**src/rtl/blkcol_pkg.sv**
```systemverilog
package blkcol_pkg;
  typedef enum logic [1:0] {ST_IDLE, ST_LOAD, ST_ERASE} col_state_e;
  localparam int UPPER_W   = 5;                    // address bits 16..12
  localparam int BIG_CODES = 8;                    // codes of bits 16..14
  localparam int SMALL_CNT = 4;                    // 4 KB blocks in top region
  localparam int FLAG_W    = BIG_CODES - 1 + SMALL_CNT;
endpackage

```
**src/rtl/blkcol_decode.sv**
```systemverilog
module blkcol_decode
  import blkcol_pkg::*;
(
  input  logic               mixed_i,
  input  logic [UPPER_W-1:0] addr_i,
  output logic [FLAG_W-1:0]  hit_o
);
  logic top_region;
  assign top_region = (addr_i[UPPER_W-1 -: 3] == 3'd7);

  for (genvar g = 0; g < FLAG_W; g++) begin : g_flag
    if (g < BIG_CODES - 1) begin : g_big
      assign hit_o[g] = (addr_i[UPPER_W-1 -: 3] == 3'(g));
    end else if (g == BIG_CODES - 1) begin : g_edge
      // uniform: whole top 16 KB; mixed: first 4 KB sub-block
      assign hit_o[g] = top_region && (!mixed_i || addr_i[1:0] == 2'd0);
    end else begin : g_small
      assign hit_o[g] = mixed_i && top_region && (addr_i[1:0] == 2'(g - (BIG_CODES - 1)));
    end
  end
endmodule

```
**src/rtl/blkcol_timer.sv**
```systemverilog
module blkcol_timer #(
  parameter int WIN_TICKS  = 30,
  parameter int LOAD_TICKS = 200
) (
  input  logic clk,
  input  logic rst_n,
  input  logic clear_i,
  input  logic run_i,
  input  logic wr_i,
  input  logic tick_i,
  output logic expire_o
);
  localparam int GW = $clog2(WIN_TICKS + 1);
  localparam int TW = $clog2(LOAD_TICKS + 1);
  localparam logic [GW-1:0] GAP_LAST = GW'(WIN_TICKS - 1);
  localparam logic [TW-1:0] TOT_LAST = TW'(LOAD_TICKS - 1);

  logic [GW-1:0] gap_q;
  logic [TW-1:0] tot_q;

  assign expire_o = run_i && tick_i &&
                    ((gap_q == GAP_LAST && !wr_i) || tot_q == TOT_LAST);

  always_ff @(posedge clk or negedge rst_n) begin
    if (!rst_n) begin
      gap_q <= '0;
      tot_q <= '0;
    end else if (clear_i) begin
      gap_q <= '0;
      tot_q <= '0;
    end else if (run_i) begin
      if (wr_i)        gap_q <= '0;
      else if (tick_i) gap_q <= gap_q + 1'b1;
      if (tick_i)      tot_q <= tot_q + 1'b1;
    end
  end

  a_r6_gap_bound: assert property (@(posedge clk) disable iff (!rst_n)
    run_i |-> (gap_q <= GAP_LAST));
  a_r7_total_bound: assert property (@(posedge clk) disable iff (!rst_n)
    run_i |-> (tot_q <= TOT_LAST));
endmodule

```
**src/rtl/blk_erase_collector.sv**
```systemverilog
module blk_erase_collector
  import blkcol_pkg::*;
#(
  parameter int WIN_TICKS  = 30,
  parameter int LOAD_TICKS = 200
) (
  input  logic              clk,
  input  logic              rst_n,
  input  logic              mode_i,
  input  logic              start_i,
  input  logic              wr_i,
  input  logic [4:0]        blk_addr_i,
  input  logic              tick_i,
  input  logic              erase_done_i,
  output logic [10:0]       blk_flags_o,
  output logic              erase_start_o,
  output logic              busy_o
);
  col_state_e         state_q;
  logic               mode_q;
  logic [FLAG_W-1:0]  flags_q;
  logic [FLAG_W-1:0]  hit;
  logic               go_q;
  logic               expire;
  logic               dec_mode;

  assign dec_mode = (state_q == ST_IDLE) ? mode_i : mode_q;

  blkcol_decode u_dec (
    .mixed_i (dec_mode),
    .addr_i  (blk_addr_i),
    .hit_o   (hit)
  );

  blkcol_timer #(.WIN_TICKS(WIN_TICKS), .LOAD_TICKS(LOAD_TICKS)) u_tmr (
    .clk      (clk),
    .rst_n    (rst_n),
    .clear_i  (state_q == ST_IDLE && start_i),
    .run_i    (state_q == ST_LOAD),
    .wr_i     (wr_i),
    .tick_i   (tick_i),
    .expire_o (expire)
  );

  always_ff @(posedge clk or negedge rst_n) begin
    if (!rst_n) begin
      state_q <= ST_IDLE;
      mode_q  <= 1'b0;
      flags_q <= '0;
      go_q    <= 1'b0;
    end else begin
      go_q <= 1'b0;
      unique case (state_q)
        ST_IDLE: if (start_i) begin
          flags_q <= hit;
          mode_q  <= mode_i;
          state_q <= ST_LOAD;
        end
        ST_LOAD: begin
          if (wr_i) flags_q <= flags_q | hit;
          if (expire) begin
            state_q <= ST_ERASE;
            go_q    <= 1'b1;
          end
        end
        ST_ERASE: if (erase_done_i) state_q <= ST_IDLE;
        default: state_q <= ST_IDLE;
      endcase
    end
  end

  assign blk_flags_o   = flags_q;
  assign erase_start_o = go_q;
  assign busy_o        = (state_q != ST_IDLE);

  a_r8_single_pulse: assert property (@(posedge clk) disable iff (!rst_n)
    erase_start_o |=> !erase_start_o);
  a_r2_busy_has_flag: assert property (@(posedge clk) disable iff (!rst_n)
    busy_o |-> (blk_flags_o != '0));
  a_r5_flags_only_grow: assert property (@(posedge clk) disable iff (!rst_n)
    (state_q == ST_LOAD) |=> ((blk_flags_o & $past(blk_flags_o)) == $past(blk_flags_o)));
  a_r9_flags_frozen: assert property (@(posedge clk) disable iff (!rst_n)
    (state_q == ST_ERASE && !erase_done_i) |=> ($stable(blk_flags_o) && busy_o));
  a_r10_done_idle: assert property (@(posedge clk) disable iff (!rst_n)
    (state_q == ST_ERASE && erase_done_i) |=> !busy_o);
  a_r3_decode_onehot: assert property (@(posedge clk) disable iff (!rst_n)
    $onehot(hit));
endmodule

```
**config.mk**
```make
export PLATFORM = sky130hd
export DESIGN_NAME = blk_erase_collector
export DESIGN_NICKNAME = d
export VERILOG_FILES = /design/src/rtl/blkcol_pkg.sv /design/src/rtl/blkcol_decode.sv /design/src/rtl/blkcol_timer.sv /design/src/rtl/blk_erase_collector.sv
export SDC_FILE = /design/constraint.sdc
export NUM_CORES = 1
export LEC_CHECK = 0
export BUFFER_PORTS_ARGS = -buffer_cell sky130_fd_sc_hd__buf_2
export CORE_ASPECT_RATIO = 0.8
export CORE_MARGIN = 2
export CORE_UTILIZATION = 45
export CTS_CLUSTER_DIAMETER = 60
export DETAILED_ROUTE_END_ITERATION = 6
export PLACE_DENSITY = 0.69
export SLEW_MARGIN = 10
export SYNTH_ARGS = -nofsm -noshare
export SYNTH_HDL_FRONTEND = slang
export SYNTH_SLANG_ARGS = --single-unit
```
**constraint.sdc**
```tcl
create_clock -name clk -period 1.7 [get_ports clk]
set_clock_uncertainty 0.15 [all_clocks]
set_input_delay 0.17 -clock clk [delete_from_list [all_inputs] [get_ports clk]]
set_output_delay 0.17 -clock clk [all_outputs]
set_load 0.03 [all_outputs]
```
* Word level (Yosys, flattened, before mapping)
Index checks and enable logic that the tools add are counted.
** Operators by class
- $add $sub $neg :: 2
- Multiply operators :: 0
- Divide/modulo/power cells :: 0
- $lt $le $gt $ge :: 0
- Equal/unequal tests :: 18
- Shift operators :: 0
- Multiplexer cells :: 17
- Bitwise operators :: 1
- Reduce and logical (&&, ||, !) cells :: 26
** Operator list (count)
- two-way mux 8 bit :: 3
- two-way mux 11 bit :: 2
- one-hot mux 11 bit (2 select lines) :: 1
- two-way mux 5 bit :: 4
- equality test 3 bit, second input constant :: 4
- bitwise OR 11 bit :: 1
- logical AND 1 bit :: 9
- adder 8 x 1 -> 8 bit, second input constant :: 1
- equality test 8 bit, second input constant :: 1
- inequality test 2 bit, second input constant :: 4
- nonzero test 2 bit :: 4
- equality test 2 bit, second input constant :: 3
- equality test 3 x 2 -> 1 bit, second input constant :: 2
- two-way mux 2 bit :: 3
- one-hot mux 2 bit (3 select lines) :: 1
- AND reduction 2 bit :: 3
- AND reduction 3 bit :: 2
- adder 5 x 1 -> 5 bit, second input constant :: 1
- equality test 5 bit, second input constant :: 1
- equality test 2 x 1 -> 1 bit, second input constant :: 2
- zero test 2 bit :: 2
- equality test 3 x 1 -> 1 bit, second input constant :: 1
- zero test 3 bit :: 1
- two-way mux 1 bit :: 3
- other kinds (3) :: 5
** Storage, ports and cells
- Register bits :: 28
- Bits in latches :: 0
- RAM bits :: 0
- ROM bits :: 0
- Input bits :: 12
- Output and inout bits :: 13
- Logic and storage cells :: 70
- Memories kept :: 0

* Depth between registers and ports, before layout
Gate-level depths: netlist of the first run.
- Depth in word-level cells :: 8
- Mapped depth :: 6
- Gate-level depth less buffers :: 6

* By module
Synthesis of the first run repeated with hierarchy kept, for this count alone.
** Unflattened totals
- Cell total of the unflattened synthesis :: 151
- Area, all modules :: 1560.2 µm²
** By module, submodules not included
- blkcol_timer :: instances 1, cells an instance 76, area each 716.9 µm²
- blk_erase_collector :: instances 1, cells an instance 57, area each 696.9 µm²
- blkcol_decode :: instances 1, cells an instance 18, area each 146.4 µm²

* Least setup slack after synthesis of the first run
No wires, ideal clock.
- Kind :: register to register
- Start :: register state_q[1]
- End :: register flags_q[8] (netlist: blk_flags_o[8])
- Arrival time :: 1.327 ns
- Data required time :: 1.429 ns
- Path slack :: 0.102 ns
- Stages on the path, launching flop included :: 5
- Period minus slack after synthesis :: 1.598 ns
- Path through :: dfrtp_1 -> nor2_2 -> mux2i_1 -> and4b_1 -> a32o_2
** Between the ends
- Cells in the longest elaborated chain, start to end :: 7
** RTL lines
- from (decl) :: RTL line blk_erase_collector.sv:19 : col_state_e state_q;
- from (signal assigned) :: RTL line blk_erase_collector.sv:47 : state_q <= ST_IDLE;
- from (signal assigned) :: RTL line blk_erase_collector.sv:57 : state_q <= ST_LOAD;
- from (signal assigned) :: RTL line blk_erase_collector.sv:62 : state_q <= ST_ERASE;
- zero test 2 bit :: RTL line blk_erase_collector.sv:27, blk_erase_collector.sv:53
- two-way mux 1 bit :: RTL line blk_erase_collector.sv:27 : assign dec_mode = (state_q == ST_IDLE) ? mode_i : mode_q;
- logical AND 1 bit (2 in a row) :: RTL line blkcol_decode.sv:18 : assign hit_o[g] = mixed_i && top_region && (addr_i[1:0] == 2'(g - (BIG_CODES - 1)));
- bitwise OR 11 bit :: RTL line blk_erase_collector.sv:60 : if (wr_i) flags_q <= flags_q | hit;
- two-way mux 11 bit :: RTL line blk_erase_collector.sv:60
- one-hot mux 11 bit (2 select lines) :: RTL line blk_erase_collector.sv:53 : unique case (state_q)
- to (signal assigned) :: RTL line blk_erase_collector.sv:55 : flags_q <= hit;
- to (signal assigned) :: RTL line blk_erase_collector.sv:60
- to (decl) :: RTL line blk_erase_collector.sv:21 : logic [FLAG_W-1:0] flags_q;
Parallel ways exist; a longest one is shown, timed or not. The select of a mux whose other input is x is not followed.
A chain may end at the register's enable or synchronous reset.

* Worst setup path in the final report of the first run
- Start :: register state_q[0]
- End :: register flags_q[8] (netlist: blk_flags_o[8])
The elaborated chain is that of the path after synthesis.

==> impl_metrics.toml, run 1 <==
[floorplanning]
core_area_mm2 = 0.00281
ios = 25
rows = 17
initial_utilization = 0.480
dieArea_mm2 = 0.00345
die_h_um = 52.9
die_width_um = 65.2

[cts]
cts_tree = "done"
h-tree-depth = 1
clk_pin_slew_ns = 0.09
cts_max_path_buffers = 2
clk_latency_ns = 0.27
cts_buffers = 3
clockRootBuffer = "clkbuf_8"
clock-sinks = 28

[worst_setup_path]
crit_start = "state_q[0]"
ff2ff_setup_slack_ns = 0.09
cp.required_ns = 1.72
rr_endpoint = "blk_flags_o[8]"
crit_path_start_kind = "register"
path_class = "reg2reg"
r2r-start = "state_q[0]"
endpoint = "blk_flags_o[8]"
cp_data_arrival_time_ns = 1.63
r2r_cells = 4
critPathMaxFanout = 7
endpoint_kind = "register"

[yosys]
ys_seq_elements = 28
yosysSeqAreaShare = 0.520
synth_top_family_by_area = "simple AND/OR/NAND/NOR gates"
netlist_instances = 123
syn_area_mm2 = 0.00135
synthXorXnorAreaFrac = 0.0520
synth_area_leaders = "dfrtp_1, a22o_1, nand2_1, nor2_1, xnor2_1"
yosysWarnings = 0
yosysTopAreaCell = "dfrtp_1"
yosys-top-cells-count = "dfrtp_1, nand2_1, nor2_1"
syn_area_per_cell_um2 = 10.9
async_flop_share = 1.00
yosysMostFrequentCell = "dfrtp_1"
synth_fa_ha_area_frac = 0.0279
synthSimpleGateAreaFrac = 0.198
synth_compound_gate_area_share = 0.138
syn-num-nets = 138
muxShareOfSynthArea = 0.0260
synth-main-ff-cell = "dfrtp_1"
synth-edff-count = 0
synth.distinct_cells = 36
synth_top_area_frac = 0.520

[power_and_ir_drop]
swShare = 0.367
power_switching_w = 0.000766
pwr-share-comb = 0.342
power.density_mw_per_mm2 = 1270
seqPwrFrac = 0.463
leakage_nw = 0.794
clkPwrFrac = 0.195
ir_worst_vdd_v = 0.000710
intPower_w = 0.00132

[global_routing]
grt-ovfl-total = 0
grt_first_pass_wirelength_mm = 4.51
grt_pass1_vias = 985
antenna_found_initial = 0
track_usage = 0.178
grt_max_degree = 29

[sta]
worstMarginPinSlew_ns = 0.628
hold_viol = 0
fin_crit_ns = 1.61
maxSlewViolCount = 0
fmax_ghz = 0.623
slew_headroom = 0.581
setup_tns_ns = 0
finalSetupViolations = 0
min_period_over_period = 0.945
grt_setup_unrepaired = "no"

[place]
io_buffers = 24
dpl.hpwl_mm = 2.04
place_inst = 188
place_congestion = 0.793

[drt]
drc = 0
wl_per_cell_um = 13.7
antenna_left = 0
vias = 1034
drt_iter0_drc = 42
dr.pass1.iters = 4
totalWireLength_mm = 2.70
vias_per_cell = 5.25

[finish]
insertedDiodeCount = 0
final_core_util = 0.587
areaGrowthSynthToFinish_pct = 22.4
fin_cells = 197
finalNetCount = 175
drive_above_1_share = 0.302

[worst_hold_path]
hp-class = "in2reg"

[run]
cap_violations = 0

[run_status]
run_status = "completed"
## routing by layer
| layer | vias to the layer above | wire length (µm) | GRT usage |
|---|---|---|---|
| met1 | 503 | 1360 | 0.246 |
| met3 | 5 | 106 | 0.0447 |
| met5 | - | 0 | 0 |
| met2 | 18 | 1200 | 0.282 |
| met4 | 0 | 29 | 0.0521 |
| li1 | 508 | - | - |
## final cells by class
type | instances | area (µm²)
sequential | 28 | 702
fill | 256 | 1160
multi-input combinational | 86 | 604
tap | 38 | 47.5
clock buffer | 4 | 55.1
inverter | 5 | 18.8
timing repair buffer | 36 | 220
## repair_timing
item | in CTS | in global routing
endpoints found under the setup margin | 0 | 3
hold buffers | 4 | 0
hold endpoints to repair | 31 | 0
buffers inserted | 0 | 1
resized for setup | 0 | 2
## power groups by stage
stage          Clock (W)  Combinational (W)  Sequential [W]
3_3_place_gp           0           0.000688        0.000966
3_5_place_dp           0           0.000710        0.000977
2_1_floorplan          0           0.000313         0.00114
5_1_grt         0.000446           0.000784        0.000990
4_1_cts         0.000421           0.000716        0.000966
6_report        0.000406           0.000715        0.000967
## cell usage in the layout (no fill, tap or decap), drive strengths merged, types with 3 or more instances in the layout
cell type,n
a22o,8
a32o,4
buf,32
clkbuf,4
dfrtp,28
dlygate4sd3,4
ha,3
inv,5
nand2,13
nand3,6
nand4,3
nor2,14
nor3,3
o21ai,4
xnor2,5
xor2,3
## critical path: stages (launching register included)
cell and delay [ns]:
dfrtp_2 0.48, nor2_2 0.14, mux2i_1 0.23, and4b_1 0.25
a32o_2 0.26
## state kept, by name, summed over array words and instances, names as in the netlist
signal         count
u_tmr.gap_q        5
erase_start_o      1
u_tmr.tot_q        8
state_q            2
mode_q             1
blk_flags_o       11
## logic make-up after synthesis
logic type | Yosys count
AO/OA/AOI/OAI | 23
XOR/XNOR | 8
adder cells (fa/ha/maj) | 3
buffers and inverters | 9
multiplexers | 3
AND/OR/NAND/NOR | 49
flip-flops | 28
## through the flow
| stage | area, µm² | hold slack, ns | power (W) | worst slack (ns) |
|---|---|---|---|---|
| after floorplan | 1350 | -0.276 | 0.00145 | 0.102 |
| after global placement | 1540 | 0.0571 | 0.00165 | 0.0976 |
| after detailed placement | 1540 | 0.0708 | 0.00169 | 0.0492 |
| after CTS | 1630 | 0.0150 | 0.00210 | 0.0385 |
| after global routing | 1650 | 0.0158 | 0.00222 | 0.0332 |
| final | 1650 | 0.0224 | 0.00209 | 0.0939 |
## worst min-delay path by stage
stage | from | to | slack [ns] | cells after the start
floorplan | rst_n | blk_flags_o[0] | -0.28 | 0
global placement | rst_n | u_tmr.gap_q[3] | 0.06 | 1
detailed placement | rst_n | u_tmr.gap_q[3] | 0.07 | 1
CTS | blk_addr_i[0] | blk_flags_o[10] | 0.01 | 2
global route | blk_addr_i[1] | blk_flags_o[9] | 0.02 | 2
finish | blk_addr_i[0] | blk_flags_o[10] | 0.02 | 2
(Power assumes the default switching activity.)
==> run 2: changes to the inputs <==
--- a/config.mk
+++ b/config.mk
@@ -5,12 +5,14 @@
 export SDC_FILE = /design/constraint.sdc
 export NUM_CORES = 1
 export LEC_CHECK = 0
+export ABC_AREA = 1
 export BUFFER_PORTS_ARGS = -buffer_cell sky130_fd_sc_hd__buf_2
 export CORE_ASPECT_RATIO = 0.8
 export CORE_MARGIN = 2
 export CORE_UTILIZATION = 45
 export CTS_CLUSTER_DIAMETER = 60
 export DETAILED_ROUTE_END_ITERATION = 6
+export GPL_TIMING_DRIVEN = 0
 export PLACE_DENSITY = 0.69
 export SLEW_MARGIN = 10
 export SYNTH_ARGS = -nofsm -noshare
==> impl_metrics.toml, run 2 <==
[run_status]
run_status = "completed"

[yosys]
netlist_instances = 189
syn_area_mm2 = 0.00145
synth-main-ff-cell = "dfrtp_1"
yosys-top-cells-count = "nand2_1, dfrtp_1, inv_1"
yosysWarnings = 0
synth_top_area_frac = 0.482
synth-edff-count = 0
ys_seq_elements = 28
yosysSeqAreaShare = 0.482
synth.distinct_cells = 23
syn-num-nets = 204
syn_area_per_cell_um2 = 7.69
yosysMostFrequentCell = "nand2_1"
synth_area_leaders = "dfrtp_1, nand2_1, o21ai_0, nand3_1, inv_1"
yosysTopAreaCell = "dfrtp_1"
async_flop_share = 1.00

[sta]
grt_setup_unrepaired = "no"
finalSetupViolations = 0
setup_tns_ns = 0
fmax_ghz = 0.695
min_period_over_period = 0.847
worstMarginPinSlew_ns = 0.619
maxSlewViolCount = 0
hold_viol = 0
slew_headroom = 0.587
fin_crit_ns = 1.44

[floorplanning]
core_area_mm2 = 0.00309
initial_utilization = 0.471
dieArea_mm2 = 0.00370
ios = 25
rows = 18
die_h_um = 54.8
die_width_um = 67.5

[cts]
clock-sinks = 28
clk_latency_ns = 0.28
cts_tree = "done"
cts_resized = 0
h-tree-depth = 1
post_cts_buffers = 0
clockRootBuffer = "clkbuf_8"
cts_buffers = 3
cts_max_path_buffers = 2
clk_pin_slew_ns = 0.10

[worst_setup_path]
worst-path-buf-inv = 1
rr_endpoint = "state_q[0]"
crit_path_top_delay_cell = "dfrtp_1"
crit_path_start_kind = "register"
cp_data_arrival_time_ns = 1.47
r2r-start = "u_tmr.tot_q[0]"
path_cells = "ha_1 > nand2_1 > nor2_1 > nand2_1 > nand2_1 > nand2_1 > inv_1 > nor2_1"
critical-path-max-stage-delay_ns = 0.40
cp_top_family = "simple AND/OR/NAND/NOR gates"
cp.required_ns = 1.73
path_class = "reg2reg"
r2r_cells = 8
endpoint_kind = "register"
crit_path_frequent_cell = "nand2_1"
endpoint = "state_q[0]"
cp.depth = 8
critPathMaxFanout = 6
ff2ff_setup_slack_ns = 0.26
crit_start = "u_tmr.tot_q[0]"

[power_and_ir_drop]
ir_worst_vdd_v = 0.000900
power.density_mw_per_mm2 = 1330
leakage_nw = 0.915

[place]
dpl.hpwl_mm = 2.03
io_buffers = 24
place_congestion = 0.771

[finish]
final_core_util = 0.559
insertedDiodeCount = 0
final_common_cell = "nand2_1"
mostFrequentLayoutCells = "nand2_1, dfrtp_1, buf_2"
areaGrowthSynthToFinish_pct = 18.7
n_fill_cell = 289
drive_above_1_share = 0.186
largest_register_ffs = 11
finalNetCount = 236

[worst_hold_path]
hp-class = "in2reg"

[drt]
vias_per_cell = 4.80
antenna_left = 0
drc = 0
wl_per_cell_um = 10.8
vias = 1248
drt_iter0_drc = 74
dr.pass1.iters = 4
totalWireLength_mm = 2.82

[global_routing]
antenna_found_initial = 0
grt_max_degree = 29
track_usage = 0.180
grt_first_pass_wirelength_mm = 5.00
grt-ovfl-total = 0
grt_pass1_vias = 1107

[run]
cap_violations = 0
-- run 2: cell count changes after synthesis, moves of 3 or more --
cell | before | now
inv_1 | 5 | 19
nand2_1 | 13 | 67
a22o_1 | 8 | 0
xnor2_1 | 5 | 0
nand3_1 | 6 | 15
a32o_2 | 3 | 0
nand4_1 | 3 | 7
o21ai_0 | 4 | 16
-- run 2: cells by family after synthesis --
| family | after synthesis | share of synthesized area |
|---|---|---|
| AO/OA/AOI/OAI | 19 | 0.0655 |
| XOR/XNOR | 1 | 0.00603 |
| AND/OR/NAND/NOR | 115 | 0.357 |
| flip-flops | 28 | 0.482 |
| buffers and inverters | 23 | 0.0637 |
| adder cells (fa/ha/maj) | 3 | 0.0258 |
-- run 2: routing by layer --
metal / track usage / vias up / share of wire
met3: 0.0391 / 5 / 0.039
met4: 0.0408 / 0 / 0.0082
met2: 0.279 / 19 / 0.43
li1: - / 663 / -
met5: 0 / - / 0
met1: 0.259 / 561 / 0.52
-- run 2: layout make-up --
class | instances | area (µm²) | share of cell area
Buffer | 2 | 12.5 | 0.00726
Clock buffer | 3 | 41.3 | 0.0239
Clock inverter | 1 | 30.0 | 0.0174
Inverter | 21 | 80.1 | 0.0464
Multi-Input combinational cell | 138 | 659 | 0.382
Sequential cell | 28 | 701 | 0.406
Tap cell | 40 | 50.0 | 0.0290
Timing Repair Buffer | 27 | 150 | 0.0871
-- run 2: stage by stage --
step	area (µm²)	hold WS (ns)	instances	power, W	setup slack (ns)
final	1720	0.0354	260	0.00229	0.261
after global routing	1720	0.0464	260	0.00246	0.0883
after global placement	1620	0.0759	253	0.00176	0.269
after CTS	1720	0.0332	260	0.00230	0.252
after detailed placement	1620	0.0719	253	0.00177	0.268
after floorplan	1450	-0.276	189	0.00153	0.379
-- run 2: how the worst min path moves through the flow --
stage	start	depth (start not counted)	end	slack, ns
6_report	wr_i	4	u_tmr.gap_q[0]	0.04
5_1_grt	wr_i	4	u_tmr.gap_q[0]	0.05
4_1_cts	blk_addr_i[1]	4	blk_flags_o[8]	0.03
3_5_place_dp	rst_n	1	u_tmr.gap_q[3]	0.07
3_3_place_gp	rst_n	1	u_tmr.gap_q[3]	0.08
2_1_floorplan	rst_n	0	blk_flags_o[0]	-0.28
-- run 2: worst register-to-register path: stages, from the launching register on --
cell and delay, ns:
dfrtp_1 0.40, ha_1 0.28, nand2_1 0.09, nor2_1 0.09, nand2_1 0.07, nand2_1 0.07, nand2_1 0.07, inv_1 0.07
nor2_1 0.04
-- run 2: report_power, final --
| part | leakage (nW) | internal, W | switching (W) |
|---|---|---|---|
| clock network | 0.0357 | 0.000316 | 0.000219 |
| registers | 0.360 | 0.000847 | 0.000146 |
| logic | 0.520 | 0.000240 | 0.000526 |
| total | 0.915 | 0.00140 | 0.000891 |
-- run 2: timing repair --
action,in CTS,in global routing
endpoints found under the setup margin,0,0
hold endpoints to repair,30,0
hold buffers,3,0
==> run 3: changes to the inputs <==
==> constraint.sdc (replaced) <==
create_clock -name clk -period 1.2 [get_ports clk]
set_clock_uncertainty 0.15 [all_clocks]
set_input_delay 0.12 -clock clk [delete_from_list [all_inputs] [get_ports clk]]
set_output_delay 0.12 -clock clk [all_outputs]
set_load 0.03 [all_outputs]
==> impl_metrics.toml, run 3 (synthesized netlist as in run 2, its figures left out) <==
[global_routing]
grt_pass1_vias = 1300
grt_max_degree = 29
grt-ovfl-total = 0
grt_first_pass_wirelength_mm = 5.80
antenna_found_initial = 0
track_usage = 0.213

[sta]
fmax_ghz = 0.740
min_period_over_period = 1.13
grt_setup_unrepaired = "yes"
fin_crit_ns = 1.35
finalSetupViolations = 29
maxSlewViolCount = 0
fin_ws_ns = -0.151
worstMarginPinSlew_ns = 0.623
hold_viol = 0
hold_ws_ns = 0.00561
setup_tns_ns = -3.07
slew_headroom = 0.585

[finish]
finalNetCount = 253
fin_cells = 277
final_common_cell = "nand2_1"
drive_above_1_share = 0.316
n_fill_cell = 263
multi_input_area_um2 = 751
insertedDiodeCount = 0
final_core_util = 0.650
largest_register_ffs = 11
regArea_um2 = 703
mostFrequentLayoutCells = "nand2_1, dfrtp_1, buf_2"
areaGrowthSynthToFinish_pct = 38.1

[worst_setup_path]
endpoint_kind = "register"
cp_data_arrival_time_ns = 1.41
cp.required_ns = 1.26
crit_path_start_kind = "register"
ff2ff_setup_slack_ns = -0.15
critPathMaxFanout = 7
path_class = "reg2reg"

[place]
place_ws_ns = -0.152
place_inst = 253
io_buffers = 24
dpl.hpwl_mm = 2.14
place_congestion = 0.725

[power_and_ir_drop]
ir_worst_vdd_v = 0.00137
leakage_nw = 1.01
power.density_mw_per_mm2 = 1790

[cts]
cts_tree = "done"
cts_buffers = 3
clock-sinks = 28
cts_max_path_buffers = 2
h-tree-depth = 1
clk_latency_ns = 0.28
clockRootBuffer = "clkbuf_8"
clk_pin_slew_ns = 0.10

[drt]
vias = 1396
vias_per_cell = 5.04
drc = 0
wl_per_cell_um = 12.6
dr.pass1.iters = 4
drt_iter0_drc = 65
totalWireLength_mm = 3.50
antenna_left = 0

[floorplanning]
die_width_um = 67.5
initial_utilization = 0.471
ios = 25
die_h_um = 54.8
dieArea_mm2 = 0.00370
rows = 18
core_area_mm2 = 0.00309

[run]
cap_violations = 0

[run_status]
run_status = "complete, but fails checks"
violations = "setup timing"

[worst_hold_path]
hp-class = "in2reg"
==> run 3: changes by cell type in the layout (fill, tap and decap cells not counted), moves of 5 or more <==
cell           before  now
o21ai_0            16    1
o21ai_2             0    8
buf_4               1    8
o21ai_1             1    8
dlygate4sd3_1       3    9
buf_6               0    5
==> run 3: metrics by stage <==
stage | total power (W) | area (µm²)
2_1_floorplan | 0.00221 | 1480
3_3_place_gp | 0.00254 | 1650
3_5_place_dp | 0.00255 | 1650
4_1_cts | 0.00346 | 1920
5_1_grt | 0.00380 | 2010
6_report | 0.00359 | 2010
==> run 3: final timing paths <==
check / start / to / depth (start not counted)
max: state_q[0] / u_tmr.gap_q[0] / 7
min: blk_addr_i[2] / blk_flags_o[5] / 3
max reg2reg: state_q[0] / u_tmr.gap_q[0] / 7
min reg2reg: mode_q / mode_q / 2
max in group asynchronous: rst_n / u_tmr.tot_q[2] / 2
min in group asynchronous: rst_n / blk_flags_o[5] / 2
==> run 3: layer usage <==
layer | up-vias | wire, µm | global-route usage
li1 | 704 | - | -
met1 | 669 | 1690 | 0.281
met2 | 21 | 1650 | 0.363
met3 | 2 | 144 | 0.0494
met4 | 0 | 10 | 0.0408
met5 | - | 0 | 0
==> run 3: layout make-up <==
type | instances | share of cell area
Multi-Input combinational cell | 138 | 0.374
Buffer | 2 | 0.0112
Clock buffer | 3 | 0.0206
Sequential cell | 28 | 0.351
Clock inverter | 1 | 0.0150
Timing Repair Buffer | 44 | 0.159
Tap cell | 40 | 0.0250
Inverter | 21 | 0.0443
==> run 3: critical path, stage by stage (launching register included) <==
cell and delay (ns):
dfrtp_1 0.43, inv_2 0.12, nor2_4 0.06, nand2_2 0.08
nand2_4 0.09, nor2_4 0.20, nand2_1 0.07, o21ai_1 0.09
==> run 3: report_power, final <==
part           switching, W  internal, W
Combinational      0.000880     0.000527
Sequential         0.000226      0.00120
Clock              0.000302     0.000447
==> run 3: repair_timing <==
action,4_1_cts,5_1_grt
pin swaps,13,10
setup buffers,7,2
gates cloned,1,1
setup endpoints to repair,29,29
resized for setup,17,30
hold buffers,9,0
hold endpoints to repair,33,0
